**config.mk**
```make
export PLATFORM = sky130hd
export DESIGN_NAME = usbphy_pwr_seq
export DESIGN_NICKNAME = d
export VERILOG_FILES = /design/src/rtl/usbphy_seq_pkg.sv /design/src/rtl/usbphy_rate_enc.sv /design/src/rtl/usbphy_hold_timer.sv /design/src/rtl/usbphy_pwr_seq.sv
export SDC_FILE = /design/constraint.sdc
export NUM_CORES = 1
export LEC_CHECK = 0
export ABC_CLOCK_PERIOD_IN_PS = 1910
export CAP_MARGIN = 10
export CORE_UTILIZATION = 25
export DETAILED_ROUTE_END_ITERATION = 6
export DONT_BUFFER_PORTS = 1
export PLACE_DENSITY_LB_ADDON = 0.12
export SYNTH_ARGS = -nofsm -noshare
export SYNTH_HDL_FRONTEND = slang
export SYNTH_HIERARCHICAL = 1
export SYNTH_SLANG_ARGS = --single-unit
```
**constraint.sdc**
```tcl
create_clock -name clk -period 1.91 [get_ports clk]
set_input_delay 0.191 -clock clk [delete_from_list [all_inputs] [get_ports clk]]
set_output_delay 0.191 -clock clk [all_outputs]
set_load 0.01 [all_outputs]
```
**src/rtl/usbphy_seq_pkg.sv**
```systemverilog
package usbphy_seq_pkg;

    localparam int IMG_W = 32;

    typedef enum logic [1:0] {
        PORT_DEV   = 2'd0,
        PORT_HOST  = 2'd1,
        PORT_HSIC0 = 2'd2,
        PORT_HSIC1 = 2'd3
    } port_e;

    typedef enum logic [4:0] {
        ST_IDLE,
        ST_D_MODE,
        ST_H_RST,
        ST_H_WAIT,
        ST_H_REL,
        ST_O_RST,
        ST_O_WAIT,
        ST_O_REL,
        ST_S_RST,
        ST_S_WAIT,
        ST_S_REL,
        ST_S_SETTLE,
        ST_BURST,
        ST_UNISO,
        ST_ISO,
        ST_OFF
    } state_e;

    // host PHY control image
    localparam int HC_RSTALL   = 31;
    localparam int HC_REFSEL   = 19;
    localparam int HC_FSEL     = 16;
    localparam int HC_COMMON_N = 9;
    localparam int HC_SIDDQ    = 6;
    localparam int HC_SLEEP    = 5;
    localparam int HC_SUSP     = 4;
    localparam int HC_UTMI_RST = 2;
    localparam int HC_LINK_RST = 1;
    localparam int HC_PHY_RST  = 0;

    // OTG control image
    localparam int OG_PLINK_RST = 14;
    localparam int OG_LINK_RST  = 13;
    localparam int OG_PHY_RST   = 12;
    localparam int OG_REFSEL    = 9;
    localparam int OG_FSEL      = 4;
    localparam int OG_SLEEP     = 3;
    localparam int OG_DISABLE   = 2;
    localparam int OG_SIDDQ     = 1;
    localparam int OG_SUSP      = 0;

    // inter-chip PHY control image
    localparam int HS_REFSEL  = 23;
    localparam int HS_DIV     = 16;
    localparam int HS_SIDDQ   = 6;
    localparam int HS_SLEEP   = 5;
    localparam int HS_SUSP    = 4;
    localparam int HS_PHY_RST = 0;

    // burst enables and OHCI bit
    localparam int EH_ALIGN  = 29;
    localparam int EH_INCR4  = 28;
    localparam int EH_INCR8  = 27;
    localparam int EH_INCR16 = 26;
    localparam int OH_LEGACY = 3;

    localparam logic [1:0] REFSEL_CORE = 2'd2;
    localparam logic [6:0] HS_DIV_VAL  = 7'h24;

    typedef struct packed {
        state_e           st;
        port_e            port;
        logic [2:0]       fsel;
        logic [IMG_W-1:0] hc;
        logic [IMG_W-1:0] otg;
        logic [IMG_W-1:0] hs;
        logic [IMG_W-1:0] ehci;
        logic [IMG_W-1:0] ohci;
        logic             mode_host;
        logic             iso_dev;
        logic             iso_host;
        logic             done;
        logic             err;
    } seq_regs_t;

endpackage

```
**src/rtl/usbphy_rate_enc.sv**
```systemverilog
module usbphy_rate_enc #(
    parameter int RATE_W = 16
) (
    input  logic [RATE_W-1:0] rate_khz,
    output logic [2:0]        code,
    output logic              ok
);
    always_comb begin
        ok   = 1'b1;
        code = 3'd0;
        case (rate_khz)
            RATE_W'(9600):  code = 3'd0;
            RATE_W'(10000): code = 3'd1;
            RATE_W'(12000): code = 3'd2;
            RATE_W'(19200): code = 3'd3;
            RATE_W'(20000): code = 3'd4;
            RATE_W'(24000): code = 3'd5;
            RATE_W'(50000): code = 3'd7;
            default: begin
                ok   = 1'b0;
                code = 3'd0;
            end
        endcase
    end
endmodule

```
**src/rtl/usbphy_hold_timer.sv**
```systemverilog
module usbphy_hold_timer #(
    parameter int CNT_W = 16
) (
    input  logic             clk,
    input  logic             rst_n,
    input  logic             load,
    input  logic [CNT_W-1:0] load_val,
    output logic             expired
);
    logic [CNT_W-1:0] cnt_d, cnt_q;

    always_comb begin
        cnt_d = cnt_q;
        if (load)
            cnt_d = load_val;
        else if (cnt_q != '0)
            cnt_d = cnt_q - 1'b1;
    end

    always_ff @(posedge clk or negedge rst_n) begin
        if (!rst_n)
            cnt_q <= '0;
        else
            cnt_q <= cnt_d;
    end

    assign expired = (cnt_q == '0);
endmodule

```
**src/rtl/usbphy_pwr_seq.sv**
```systemverilog
module usbphy_pwr_seq
    import usbphy_seq_pkg::*;
#(
    parameter int CLK_HZ        = 100_000_000,
    parameter int LONG_HOLD_US  = 100,
    parameter int SHORT_HOLD_US = 10,
    parameter int SETTLE_US     = 80,
    parameter int RATE_W        = 16
) (
    input  logic              clk,
    input  logic              rst_n,
    input  logic              cmd_valid,
    input  logic              cmd_on,
    input  logic [1:0]        cmd_port,
    input  logic [RATE_W-1:0] cmd_rate_khz,
    output logic              busy,
    output logic              done,
    output logic              err,
    output logic              mode_host,
    output logic              iso_dev,
    output logic              iso_host,
    output logic [31:0]       host_ctrl,
    output logic [31:0]       otg_ctrl,
    output logic [31:0]       hsic0_ctrl,
    output logic [31:0]       hsic1_ctrl,
    output logic [31:0]       ehci_ctrl,
    output logic [31:0]       ohci_ctrl
);
    localparam int CYC_PER_US = CLK_HZ / 1_000_000;
    localparam int LONG_CYC   = LONG_HOLD_US * CYC_PER_US;
    localparam int SHORT_CYC  = SHORT_HOLD_US * CYC_PER_US;
    localparam int SETTLE_CYC = SETTLE_US * CYC_PER_US;
    localparam int MAX_A      = (LONG_CYC > SHORT_CYC) ? LONG_CYC : SHORT_CYC;
    localparam int MAX_CYC    = (MAX_A > SETTLE_CYC) ? MAX_A : SETTLE_CYC;
    localparam int CNT_W      = $clog2(MAX_CYC + 1);
    // a step cycle plus the final wait cycle frame the count: load two less
    localparam logic [CNT_W-1:0] LD_LONG   = CNT_W'(LONG_CYC - 2);
    localparam logic [CNT_W-1:0] LD_SHORT  = CNT_W'(SHORT_CYC - 2);
    localparam logic [CNT_W-1:0] LD_SETTLE = CNT_W'(SETTLE_CYC - 2);

    seq_regs_t        r_d, r_q;
    logic             tmr_load;
    logic [CNT_W-1:0] tmr_val;
    logic             tmr_expired;
    logic [2:0]       rate_code;
    logic             rate_ok;

    usbphy_rate_enc #(.RATE_W(RATE_W)) u_rate (
        .rate_khz (cmd_rate_khz),
        .code     (rate_code),
        .ok       (rate_ok)
    );

    usbphy_hold_timer #(.CNT_W(CNT_W)) u_timer (
        .clk      (clk),
        .rst_n    (rst_n),
        .load     (tmr_load),
        .load_val (tmr_val),
        .expired  (tmr_expired)
    );

    always_comb begin
        r_d      = r_q;
        r_d.done = 1'b0;
        r_d.err  = 1'b0;
        tmr_load = 1'b0;
        tmr_val  = '0;
        case (r_q.st)
            ST_IDLE: begin
                if (cmd_valid) begin
                    if (cmd_on && !rate_ok) begin
                        r_d.done = 1'b1;
                        r_d.err  = 1'b1;
                    end else begin
                        r_d.port = port_e'(cmd_port);
                        r_d.fsel = rate_code;
                        if (!cmd_on)
                            r_d.st = ST_ISO;
                        else if (port_e'(cmd_port) == PORT_DEV)
                            r_d.st = ST_D_MODE;
                        else
                            r_d.st = ST_H_RST;
                    end
                end
            end
            ST_D_MODE: begin
                r_d.mode_host = 1'b0;
                r_d.st        = ST_O_RST;
            end
            ST_H_RST: begin
                r_d.hc[HC_FSEL +: 3]  = r_q.fsel;
                r_d.hc[HC_PHY_RST]    = 1'b0;
                r_d.hc[HC_RSTALL]     = 1'b0;
                r_d.hc[HC_SIDDQ]      = 1'b0;
                r_d.hc[HC_SUSP]       = 1'b0;
                r_d.hc[HC_SLEEP]      = 1'b0;
                r_d.hc[HC_LINK_RST]   = 1'b1;
                r_d.hc[HC_UTMI_RST]   = 1'b1;
                r_d.hc[HC_COMMON_N]   = 1'b1;
                tmr_load              = 1'b1;
                tmr_val               = LD_SHORT;
                r_d.st                = ST_H_WAIT;
            end
            ST_H_WAIT: if (tmr_expired) r_d.st = ST_H_REL;
            ST_H_REL: begin
                r_d.hc[HC_LINK_RST] = 1'b0;
                r_d.hc[HC_UTMI_RST] = 1'b0;
                r_d.st              = ST_O_RST;
            end
            ST_O_RST: begin
                r_d.otg[OG_FSEL +: 3]   = r_q.fsel;
                r_d.otg[OG_SUSP]        = 1'b0;
                r_d.otg[OG_SLEEP]       = 1'b0;
                r_d.otg[OG_SIDDQ]       = 1'b0;
                r_d.otg[OG_PHY_RST]     = 1'b1;
                r_d.otg[OG_PLINK_RST]   = 1'b1;
                r_d.otg[OG_LINK_RST]    = 1'b1;
                r_d.otg[OG_DISABLE]     = 1'b1;
                r_d.otg[OG_REFSEL +: 2] = REFSEL_CORE;
                tmr_load                = 1'b1;
                tmr_val                 = (r_q.port == PORT_DEV) ? LD_LONG : LD_SHORT;
                r_d.st                  = ST_O_WAIT;
            end
            ST_O_WAIT: if (tmr_expired) r_d.st = ST_O_REL;
            ST_O_REL: begin
                r_d.otg[OG_PHY_RST]   = 1'b0;
                r_d.otg[OG_PLINK_RST] = 1'b0;
                r_d.otg[OG_LINK_RST]  = 1'b0;
                if (r_q.port == PORT_DEV) begin
                    r_d.otg[OG_DISABLE] = 1'b0;
                    r_d.st              = ST_UNISO;
                end else begin
                    r_d.st = ST_S_RST;
                end
            end
            ST_S_RST: begin
                r_d.hs                = '0;
                r_d.hs[HS_DIV +: 7]   = HS_DIV_VAL;
                r_d.hs[HS_REFSEL +: 2] = REFSEL_CORE;
                r_d.hs[HS_PHY_RST]    = 1'b1;
                tmr_load              = 1'b1;
                tmr_val               = LD_SHORT;
                r_d.st                = ST_S_WAIT;
            end
            ST_S_WAIT: if (tmr_expired) r_d.st = ST_S_REL;
            ST_S_REL: begin
                r_d.hs[HS_PHY_RST] = 1'b0;
                tmr_load           = 1'b1;
                tmr_val            = LD_SETTLE;
                r_d.st             = ST_S_SETTLE;
            end
            ST_S_SETTLE: if (tmr_expired) r_d.st = ST_BURST;
            ST_BURST: begin
                r_d.ehci[EH_ALIGN]  = 1'b1;
                r_d.ehci[EH_INCR4]  = 1'b1;
                r_d.ehci[EH_INCR8]  = 1'b1;
                r_d.ehci[EH_INCR16] = 1'b1;
                r_d.ohci[OH_LEGACY] = 1'b1;
                r_d.st              = ST_UNISO;
            end
            ST_UNISO: begin
                if (r_q.port == PORT_DEV)  r_d.iso_dev  = 1'b0;
                if (r_q.port == PORT_HOST) r_d.iso_host = 1'b0;
                r_d.done = 1'b1;
                r_d.st   = ST_IDLE;
            end
            ST_ISO: begin
                if (r_q.port == PORT_DEV)  r_d.iso_dev  = 1'b1;
                if (r_q.port == PORT_HOST) r_d.iso_host = 1'b1;
                r_d.st = ST_OFF;
            end
            ST_OFF: begin
                case (r_q.port)
                    PORT_DEV: begin
                        r_d.otg[OG_SUSP]  = 1'b1;
                        r_d.otg[OG_SIDDQ] = 1'b1;
                        r_d.otg[OG_SLEEP] = 1'b1;
                    end
                    PORT_HOST: begin
                        r_d.hc[HC_SIDDQ]   = 1'b1;
                        r_d.hc[HC_SUSP]    = 1'b1;
                        r_d.hc[HC_SLEEP]   = 1'b1;
                        r_d.hc[HC_PHY_RST] = 1'b1;
                        r_d.hc[HC_RSTALL]  = 1'b1;
                    end
                    default: begin
                        r_d.hs                 = '0;
                        r_d.hs[HS_DIV +: 7]    = HS_DIV_VAL;
                        r_d.hs[HS_REFSEL +: 2] = REFSEL_CORE;
                        r_d.hs[HS_SIDDQ]       = 1'b1;
                        r_d.hs[HS_SLEEP]       = 1'b1;
                        r_d.hs[HS_SUSP]        = 1'b1;
                    end
                endcase
                r_d.done = 1'b1;
                r_d.st   = ST_IDLE;
            end
            default: r_d.st = ST_IDLE;
        endcase
    end

    always_ff @(posedge clk or negedge rst_n) begin
        if (!rst_n) begin
            r_q               <= '0;
            r_q.st            <= ST_IDLE;
            r_q.port          <= PORT_DEV;
            r_q.hc[HC_SIDDQ]  <= 1'b1;
            r_q.otg[OG_SIDDQ] <= 1'b1;
            r_q.hs[HS_SIDDQ]  <= 1'b1;
            r_q.mode_host     <= 1'b1;
            r_q.iso_dev       <= 1'b1;
            r_q.iso_host      <= 1'b1;
        end else begin
            r_q <= r_d;
        end
    end

    assign busy       = (r_q.st != ST_IDLE);
    assign done       = r_q.done;
    assign err        = r_q.err;
    assign mode_host  = r_q.mode_host;
    assign iso_dev    = r_q.iso_dev;
    assign iso_host   = r_q.iso_host;
    assign host_ctrl  = r_q.hc;
    assign otg_ctrl   = r_q.otg;
    assign hsic0_ctrl = r_q.hs;
    assign hsic1_ctrl = r_q.hs;
    assign ehci_ctrl  = r_q.ehci;
    assign ohci_ctrl  = r_q.ohci;
endmodule

```
==> results of run 1 <==
==> how the worst max path moves through the flow <==
| stage | start | endpoint | slack [ns] |
|---|---|---|---|
| detailed placement | cmd_rate_khz[1] | r_q[169] | -0.41 |
| global route | cmd_rate_khz[7] | r_q[167] | -0.09 |
| CTS | cmd_rate_khz[1] | r_q[169] | -0.05 |
| finish | cmd_rate_khz[7] | r_q[167] | -0.05 |
| global placement | cmd_rate_khz[1] | r_q[167] | -0.39 |
| floorplan | cmd_rate_khz[1] | r_q[165] | -0.29 |
==> routing by layer <==
metal  wire, um  track usage, %
met3        629            3.13
met4        114            3.01
met2       4260            16.5
met1       3440            11.3
met5          0               0
==> metrics by stage <==
stage	setup TNS, ns	instances	util (%)	total power [W]
after floorplan	-1.86	613	-	0.00440
after global placement	-3.17	653	23.1	0.00453
after detailed placement	-3.34	653	23.1	0.00452
after CTS	-0.246	663	24.5	0.00560
after global routing	-0.427	664	24.6	0.00597
final	-0.127	664	24.6	0.00553
==> sequential cells by signal, indices dropped and copies added, names as in the netlist <==
| signal | flops |
|---|---|
| done | 1 |
| err | 1 |
| host_ctrl | 7 |
| hsic0_ctrl | 4 |
| iso_dev | 1 |
| iso_host | 1 |
| mode_host | 1 |
| ohci_ctrl | 1 |
| otg_ctrl | 8 |
| r_q | 9 |
| u_timer/cnt_q | 14 |
==> placed cells by master (no fill, tap or decap), drive strengths merged, types with 10 or more instances in the layout <==
master,Yosys,final
conb,1,152
dfrtp,42,42
buf,197,31
nand2,27,27
o21ai,19,19
nor2,18,18
mux2,11,11
inv,10,10
xnor2,10,10
a21oi,10,10
==> cells by family after synthesis <==
group	Yosys count	synth area share [%]
other cells	1	0.0899
simple gates	109	16.2
buf+inv	215	37.8
xor+xnor	10	2.10
flops	48	29.0
mux	11	2.97
compound gates	67	11.6
fa+ha+maj	1	0.300
==> cell usage after synthesis, drive strengths merged (2+ instances only) <==
cell / count / area share, %
clkbuf: 8 / 1.4
nor2: 18 / 1.7
nand4: 4 / 0.60
nand3b: 2 / 0.36
o21ai: 19 / 2.4
a22o: 8 / 1.7
or2: 4 / 0.60
dfstp: 6 / 3.8
nor4b: 3 / 0.63
a21oi: 10 / 1.3
or2b: 2 / 0.42
dfrtp: 42 / 25
nor3: 9 / 2.0
nor2b: 5 / 0.75
inv: 10 / 0.90
o31ai: 4 / 0.72
nor4: 4 / 0.90
mux2: 11 / 3.0
or4: 6 / 1.2
a21o: 4 / 0.72
o22ai: 2 / 0.30
nand4b: 4 / 0.84
nand2b: 4 / 0.78
nand3: 8 / 0.96
buf: 197 / 35
a41oi: 3 / 0.63
nor3b: 2 / 0.63
xnor2: 10 / 2.1
nand2: 27 / 2.4
o221ai: 2 / 0.42
and2b: 2 / 0.39
a31oi: 4 / 0.60
==> what timing repair did <==
item / in CTS / in global routing
hold buffers: 2 / 0
setup buffers: 0 / 1
gates resized for setup: 3 / 5
endpoints found under the setup margin: 8 / 17
hold endpoints to repair: 48 / 0
pin swaps: 1 / 3
==> layout make-up <==
| cell class | instances | share of cell area [%] |
|---|---|---|
| Clock buffer | 5 | 3.17 |
| Clock inverter | 3 | 1.08 |
| Inverter | 10 | 0.950 |
| Timing Repair Buffer | 32 | 6.65 |
| Multi-Input combinational cell | 350 | 50.7 |
| Sequential cell | 48 | 30.6 |
| Tap cell | 216 | 6.84 |
==> worst max-delay path, cell delays in order <==
cell       delay, ns
or4_4           0.51
or4_4           0.52
o22a_1          0.24
o2111ai_2       0.07
or2b_4          0.18
nand3_4         0.10
mux2_4          0.32
==> report_power, final <==
group	switching [W]	internal, W	leakage, nW
clock	0.000401	0.000616	0.0798
combinational	0.00149	0.00110	1.19
sequential	0.000551	0.00137	0.585
total	0.00244	0.00309	1.85
==> flow_summary.json, run 1 <==
{
  "max-vdd-ir-drop_v": 0.000429,
  "r2r_end": "u_timer/cnt_q[6]",
  "synthFlopType": "dfrtp_1",
  "period_share_pct": 102,
  "cts_tree": "built",
  "grt_max_degree": 49,
  "drtPass1Iterations": 4,
  "r2r_setup_slack_ns": 0.15,
  "placed_area_um2": 3710,
  "fp-row-count": 46,
  "antenna_found_initial": 0,
  "max_slew_margin_pct": 62.0,
  "synth-seq-area-share_pct": 29.0,
  "cts_max_level": 2,
  "worstMarginPinSlew_ns": 0.571,
  "crit_required_ns": 2.09,
  "die_y_um": 131,
  "arrival_ns": 2.14,
  "hold_class": "input port to flip-flop",
  "wirelength_mm": 8.45,
  "synthArstFlopShare_pct": 100,
  "drive_gt1_share_pct": 19.6,
  "route.detailed.wl_per_inst_um": 12.7,
  "n_fill_cell": 1774,
  "fin_crit_ns": 1.96,
  "start_kind": "input port",
  "place_congestion": 0.775,
  "start_util_pct": 26.0,
  "cts-buffers-inserted": 5,
  "clock_sinks": 48,
  "n_antenna_cell": 0,
  "min_path_cells": 1,
  "synthesis.area_um2": 4170,
  "die_w_um": 131,
  "clockBufferDepth": 2,
  "pwr_density_cell_nw_per_um2": 1400,
  "regArea_um2": 1210,
  "io_buffers": 0,
  "path_max_fanout": 5,
  "grt_pass1_vias": 2352,
  "final_area_um2": 3950,
  "grtUsageTotal_pct": 9.62,
  "r2r_cells": 7,
  "whs_endpoint": "r_q[168]",
  "grt_pass1_wl_mm": 13.2,
  "setup_viol": 5,
  "core-area_um2": 16100,
  "overflow": 0,
  "critPathKind": "input port to flip-flop",
  "viasPerCell": 3.86,
  "die_area_um2": 17200,
  "finalHoldViolCount": 0,
  "nets": 470,
  "postRouteAntennaNets": 0,
  "ys_warn_count": 6,
  "finalMaxSlewViolations": 0,
  "timing.hold.ws_ns": 0.0405,
  "min_from": "cmd_port[0]",
  "synth_edf_count": 0,
  "max_freq_mhz": 511,
  "hpwlAfterDp_mm": 6.64,
  "end_kind": "flip-flop",
  "clk_pin_slew_ns": 0.07,
  "drc_errors": 0,
  "violations": "negative setup slack",
  "netlist_instances": 462,
  "reg2reg_from": "u_timer/cnt_q[0]",
  "synth_seq_cells": 48,
  "io_pins": 220,
  "multi_input_area_um2": 2000,
  "drt_iter0_drc": 111,
  "area_growth_pct": -5.28,
  "clk_latency_ns": 0.29,
  "timing.final.ws_setup_ns": -0.0466,
  "status": "finished with violations",
  "p_leak_nw": 1.85,
  "rsz0062_at_grt": "yes",
  "ys_types": 64,
  "vias": 2562,
  "root_buffer": "clkbuf_16",
  "drv_cap": 0,
  "worst_clock_skew_ns": 0.00929,
  "avgSynthCellArea_um2": 9.03,
  "dpl_worst_slack_ns": -0.410
}
Power figures use the tool's default switching activity.
==> inputs of run 2 (changes only) <==
--- a/config.mk
+++ b/config.mk
@@ -7,10 +7,11 @@
 export LEC_CHECK = 0
 export ABC_CLOCK_PERIOD_IN_PS = 1910
 export CAP_MARGIN = 10
-export CORE_UTILIZATION = 25
+export CORE_UTILIZATION = 40
 export DETAILED_ROUTE_END_ITERATION = 6
 export DONT_BUFFER_PORTS = 1
 export PLACE_DENSITY_LB_ADDON = 0.12
+export RECOVER_POWER = 100
 export SYNTH_ARGS = -nofsm -noshare
 export SYNTH_HDL_FRONTEND = slang
 export SYNTH_HIERARCHICAL = 1
==> run 2 against run 1 <==
Net effect: the run still ends with negative setup slack left; combinational power down 4%; largest power group unchanged; largest cell class unchanged; clock skew shrank 0.0020 ns; register-to-register slack lost 0.02 ns; sequential power is essentially flat; critical endpoint is now r_q[169]; sequential share of layout area increased by 1.8 points; hold slack worse by 0.022 ns.
==> flow_summary.json, run 2 (synthesis gave the netlist of run 1 again) <==
{
  "status": "finished with violations",
  "violations": "negative setup slack",
  "tns_ns": -0.179,
  "period_share_pct": 102,
  "io_buffers": 0,
  "dpl_worst_slack_ns": -0.422,
  "grtUsageTotal_pct": 13.8,
  "final_cells": 578,
  "path_max_fanout": 5,
  "timing.final.ws_setup_ns": -0.0425,
  "io_pins": 220,
  "cts_tree": "built",
  "n_fill_cell": 1027,
  "clk_latency_ns": 0.31,
  "route.detailed.wl_per_inst_um": 13.3,
  "final_area_um2": 3730,
  "clk_pin_slew_ns": 0.10,
  "final_common_cell": "conb_1",
  "regArea_um2": 1210,
  "utilization_pct": 37.5,
  "grt_pass1_wl_mm": 11.8,
  "critical_path.top_delay_family": "simple AND/OR/NAND/NOR gates",
  "start_kind": "input port",
  "area_growth_pct": -10.5,
  "final_cell_mix": "conb_1, dfrtp_1, nand2_1",
  "critPathBufInv": 0,
  "critPathKind": "input port to flip-flop",
  "nets": 467,
  "n_antenna_cell": 0,
  "setup_viol": 5,
  "max_slew_margin_pct": 17.6,
  "max-vdd-ir-drop_v": 0.000484,
  "worstMarginPinSlew_ns": 1.24,
  "die_y_um": 104,
  "finalMaxSlewViolations": 0,
  "max_freq_mhz": 512,
  "finalHoldViolCount": 0,
  "root_buffer": "clkbuf_8",
  "multi_input_area_um2": 1990,
  "die_w_um": 104,
  "hold_class": "input port to flip-flop",
  "grt_pass1_vias": 2245,
  "worst_clock_skew_ns": 0.00733,
  "viasPerCell": 4.37,
  "wirelength_mm": 7.68,
  "cp_cell_sequence": "or4_4, or4_4, o22a_1, o2111ai_2, or2b_4, nand3_4, mux2_2",
  "slowest_stage": "or4_4",
  "p_leak_nw": 1.79,
  "drive_gt1_share_pct": 16.9,
  "clockBufferDepth": 2,
  "top_register": "u_timer/cnt_q",
  "placed_area_um2": 3590,
  "drtPass1Iterations": 4,
  "start_util_pct": 41.9,
  "postRouteAntennaNets": 0,
  "max_stage_delay_ns": 0.52,
  "grt_max_degree": 49,
  "drt_iter0_drc": 114,
  "fin_crit_ns": 1.95,
  "antenna_found_initial": 0,
  "cts_max_level": 2,
  "place_congestion": 0.795,
  "clock_sinks": 48,
  "die_area_um2": 10800,
  "arrival_ns": 2.16,
  "vias": 2523,
  "core-area_um2": 9950,
  "drc_errors": 0,
  "hpwlAfterDp_mm": 5.81,
  "crit_path_frequent_cell": "or4_4",
  "pwr_density_cell_nw_per_um2": 1390,
  "crit_required_ns": 2.12,
  "dpl.cell_count": 567,
  "largest_register_ffs": 14,
  "end_kind": "flip-flop",
  "drv_cap": 0,
  "overflow": 0,
  "cts-buffers-inserted": 5,
  "rsz0062_at_grt": "yes",
  "fp-row-count": 36
}
[run 2: cell types whose count changed in the layout (fill, tap and decap cells not counted), moves of 4 or more]
cell	change
clkbuf_8	+5
clkbuf_1	+4
dfstp_2	-4
buf_4	-8
dfstp_1	+4
clkbuf_16	-5
[run 2: path summary, 6_finish.rpt]
check                                start               end  slack [ns]  depth (start not counted)
max                        cmd_rate_khz[1]          r_q[169]       -0.04                          7
min                            cmd_port[0]          r_q[168]        0.02                          1
max reg2reg                       r_q[170]     host_ctrl[16]        0.13                          3
min reg2reg                      mode_host         mode_host        0.48                          2
max in group asynchronous            rst_n  u_timer/cnt_q[2]        0.47                          2
min in group asynchronous            rst_n       otg_ctrl[6]        0.69                          2
[run 2: cell type report]
class,count,share of cell area (%)
inverter,10,1.01
sequential,48,32.4
timing repair buffer,29,5.77
tap,133,4.46
clock buffer,5,1.84
clock inverter,3,1.24
multi-input combinational,350,53.3
[run 2: timing repair]
action | in CTS | in global routing
resized for setup | 2 | 4
endpoints found under the setup margin | 5 | 13
hold endpoints to repair | 48 | 0
gates cloned | 0 | 0
hold buffers | 2 | 0
pin swaps | 0 | 1
buffers inserted | 0 | 1
[run 2: per-layer routing]
layer	vias up	share of wire, %	wire [um]	track usage, %
met5	-	0	0	0
met4	0	1.0	80	4.29
met3	6	6.5	500	3.76
met2	110	50	3820	22.9
met1	1219	43	3280	17.3
li1	1188	-	-	-
[run 2: power by group]
group | internal (W) | leakage, nW | switching [W]
logic | 0.00107 | 1.15 | 0.00141
registers | 0.00135 | 0.582 | 0.000572
clock network | 0.000395 | 0.0548 | 0.000387
total | 0.00282 | 1.79 | 0.00237
[run 2: per-stage QoR]
step,hold slack (ns),total power [W]
after floorplan,-0.105,0.00440
after global placement,-0.102,0.00443
after detailed placement,-0.102,0.00446
after CTS,0.0123,0.00530
after global routing,0.0125,0.00562
final,0.0183,0.00519
[run 2: worst register-to-register path, stage by stage (launching register included)]
cell	delay, ns
dfrtp_1	0.52
or2b_2	0.39
nor3_2	0.36
mux2_2	0.40
==> inputs of run 3 (changes only) <==
--- a/config.mk
+++ b/config.mk
@@ -11,7 +11,6 @@
 export DETAILED_ROUTE_END_ITERATION = 6
 export DONT_BUFFER_PORTS = 1
 export PLACE_DENSITY_LB_ADDON = 0.12
-export RECOVER_POWER = 100
 export SYNTH_ARGS = -nofsm -noshare
 export SYNTH_HDL_FRONTEND = slang
 export SYNTH_HIERARCHICAL = 1
==> run 3 against run 2 <==
Net effect: the run still ends with negative setup slack left; final cell count unchanged; wire length hardly changed; sequential share of layout area shrank 0.38 points; die area is the same; clock power barely moved; critical path depth is the same; flip-flop and latch count stayed put; non-clock buffer count unchanged; worst setup slack worse by 0.0080 ns; register-to-register slack better by 0.02 ns; critical endpoint unchanged; largest power group unchanged.
==> flow_summary.json, run 3 (synthesis gave the netlist of run 1 again) <==
{
  "min_from": "cmd_port[0]",
  "drv_cap": 0,
  "arrival_ns": 2.17,
  "top_usage_layer": "met2",
  "setup_viol": 5,
  "grtUsageTotal_pct": 13.8,
  "path_max_fanout": 5,
  "route.detailed.wl_per_inst_um": 13.3,
  "drc_errors": 0,
  "drt_iter0_drc": 110,
  "cts_max_level": 2,
  "antenna_found_initial": 0,
  "max_freq_mhz": 510,
  "p_total_w": 0.00525,
  "fp-row-count": 36,
  "p_int_w": 0.00287,
  "n_antenna_cell": 0,
  "clk_pin_slew_ns": 0.10,
  "postRouteAntennaNets": 0,
  "clk_latency_ns": 0.31,
  "pwr_density_cell_nw_per_um2": 1390,
  "met2_usage_pct": 22.9,
  "utilization_pct": 37.9,
  "wirelength_mm": 7.68,
  "hold_class": "input port to flip-flop",
  "worstMarginPinSlew_ns": 0.559,
  "finalHoldViolCount": 0,
  "grt_max_degree": 49,
  "start_kind": "input port",
  "worst_clock_skew_ns": 0.00737,
  "startpoint": "cmd_rate_khz[1]",
  "period_share_pct": 103,
  "status": "finished with violations",
  "timing.hold.ws_ns": 0.0216,
  "place_congestion": 0.795,
  "drtPass1Iterations": 4,
  "top_register": "u_timer/cnt_q",
  "final_cell_mix": "conb_1, dfrtp_1, nand2_1",
  "core-area_um2": 9950,
  "io_pins": 220,
  "rsz0062_at_grt": "yes",
  "violations": "negative setup slack",
  "hpwlAfterDp_mm": 5.81,
  "pwr-share-seq_pct": 36.8,
  "n_fill_cell": 1021,
  "cts_tree": "built",
  "clockBufferDepth": 2,
  "vias": 2520,
  "max-vdd-ir-drop_v": 0.000495,
  "drive_gt1_share_pct": 18.7,
  "io_buffers": 0,
  "end_kind": "flip-flop",
  "overflow": 0,
  "root_buffer": "clkbuf_8",
  "max_slew_margin_pct": 62.8,
  "grt_util_met3_pct": 3.76,
  "cts-buffers-inserted": 5,
  "die_w_um": 104,
  "die_area_um2": 10800,
  "area_growth_pct": -9.48,
  "p_sw_w": 0.00238,
  "timing.final.ws_setup_ns": -0.0505,
  "p_comb_share_pct": 48.3,
  "largest_register_ffs": 14,
  "reg2reg_from": "u_timer/cnt_q[0]",
  "final_common_cell": "conb_1",
  "crit_required_ns": 2.12,
  "finalMaxSlewViolations": 0,
  "die_y_um": 104,
  "p_leak_nw": 1.81,
  "fin_crit_ns": 1.96,
  "switching_share_pct": 45.3,
  "grt_pass1_wl_mm": 11.8,
  "clock_sinks": 48,
  "met1_usage_pct": 17.3,
  "clock_power_share_pct": 14.9,
  "viasPerCell": 4.36,
  "critPathKind": "input port to flip-flop",
  "grt_pass1_vias": 2245,
  "nets": 467,
  "start_util_pct": 41.9
}
[run 3: power by group through the flow]
stage	Sequential [W]	Combinational (W)	Clock (W)
after global routing	0.00201	0.00284	0.000845
after floorplan	0.00166	0.00274	0
after CTS	0.00194	0.00254	0.000822
final	0.00193	0.00254	0.000782
after global placement	0.00195	0.00248	0
after detailed placement	0.00195	0.00251	0
[run 3: path summary, 6_finish.rpt]
path | slack, ns | cells past startpoint | end
hold reg to reg | 0.48 | 2 | mode_host
min in group asynchronous | 0.39 | 2 | host_ctrl[9]
setup reg to reg | 0.15 | 7 | r_q[171]
hold / removal | 0.02 | 1 | r_q[168]
setup / recovery | -0.05 | 7 | r_q[169]
max in group asynchronous | 1.24 | 2 | otg_ctrl[1]
[run 3: area by class of cell]
cell class,count,area (um2),share of cell area [%]
Timing Repair Buffer,29,253,6.69
Tap cell,133,166,4.41
Clock buffer,5,68.8,1.82
Multi-Input combinational cell,350,2000,52.8
Clock inverter,3,46.3,1.23
Sequential cell,48,1210,32.0
Inverter,10,37.5,0.994
[run 3: repair_timing]
| action | in CTS | in global routing |
|---|---|---|
| gates resized for setup | 2 | 4 |
| endpoints found under the hold margin | 48 | 0 |
| pin swaps | 0 | 1 |
| setup buffers | 0 | 1 |
| hold buffers | 2 | 0 |
| endpoints found under the setup margin | 5 | 13 |
[run 3: critical path, stage by stage]
cell	delay, ns
or4_4	0.52
or4_4	0.52
o22a_1	0.25
o2111ai_2	0.09
or2b_4	0.19
nand3_4	0.11
mux2_2	0.29
[run 3: per-stage QoR]
stage	cells	cell area [um2]	setup WS, ns	TNS [ns]
floorplan	613	4760	-0.289	-1.86
global placement	567	3590	-0.405	-3.07
detailed placement	567	3590	-0.422	-3.09
CTS	577	3750	-0.0425	-0.156
global route	578	3780	-0.0885	-0.423
finish	578	3780	-0.0505	-0.212
[run 3: metal layers]
metal / vias to the layer above / part of all wire [%]
li1: 1186 / -
met1: 1214 / 42
met2: 116 / 50
met3: 4 / 6.6
met4: 0 / 0.77
met5: - / 0
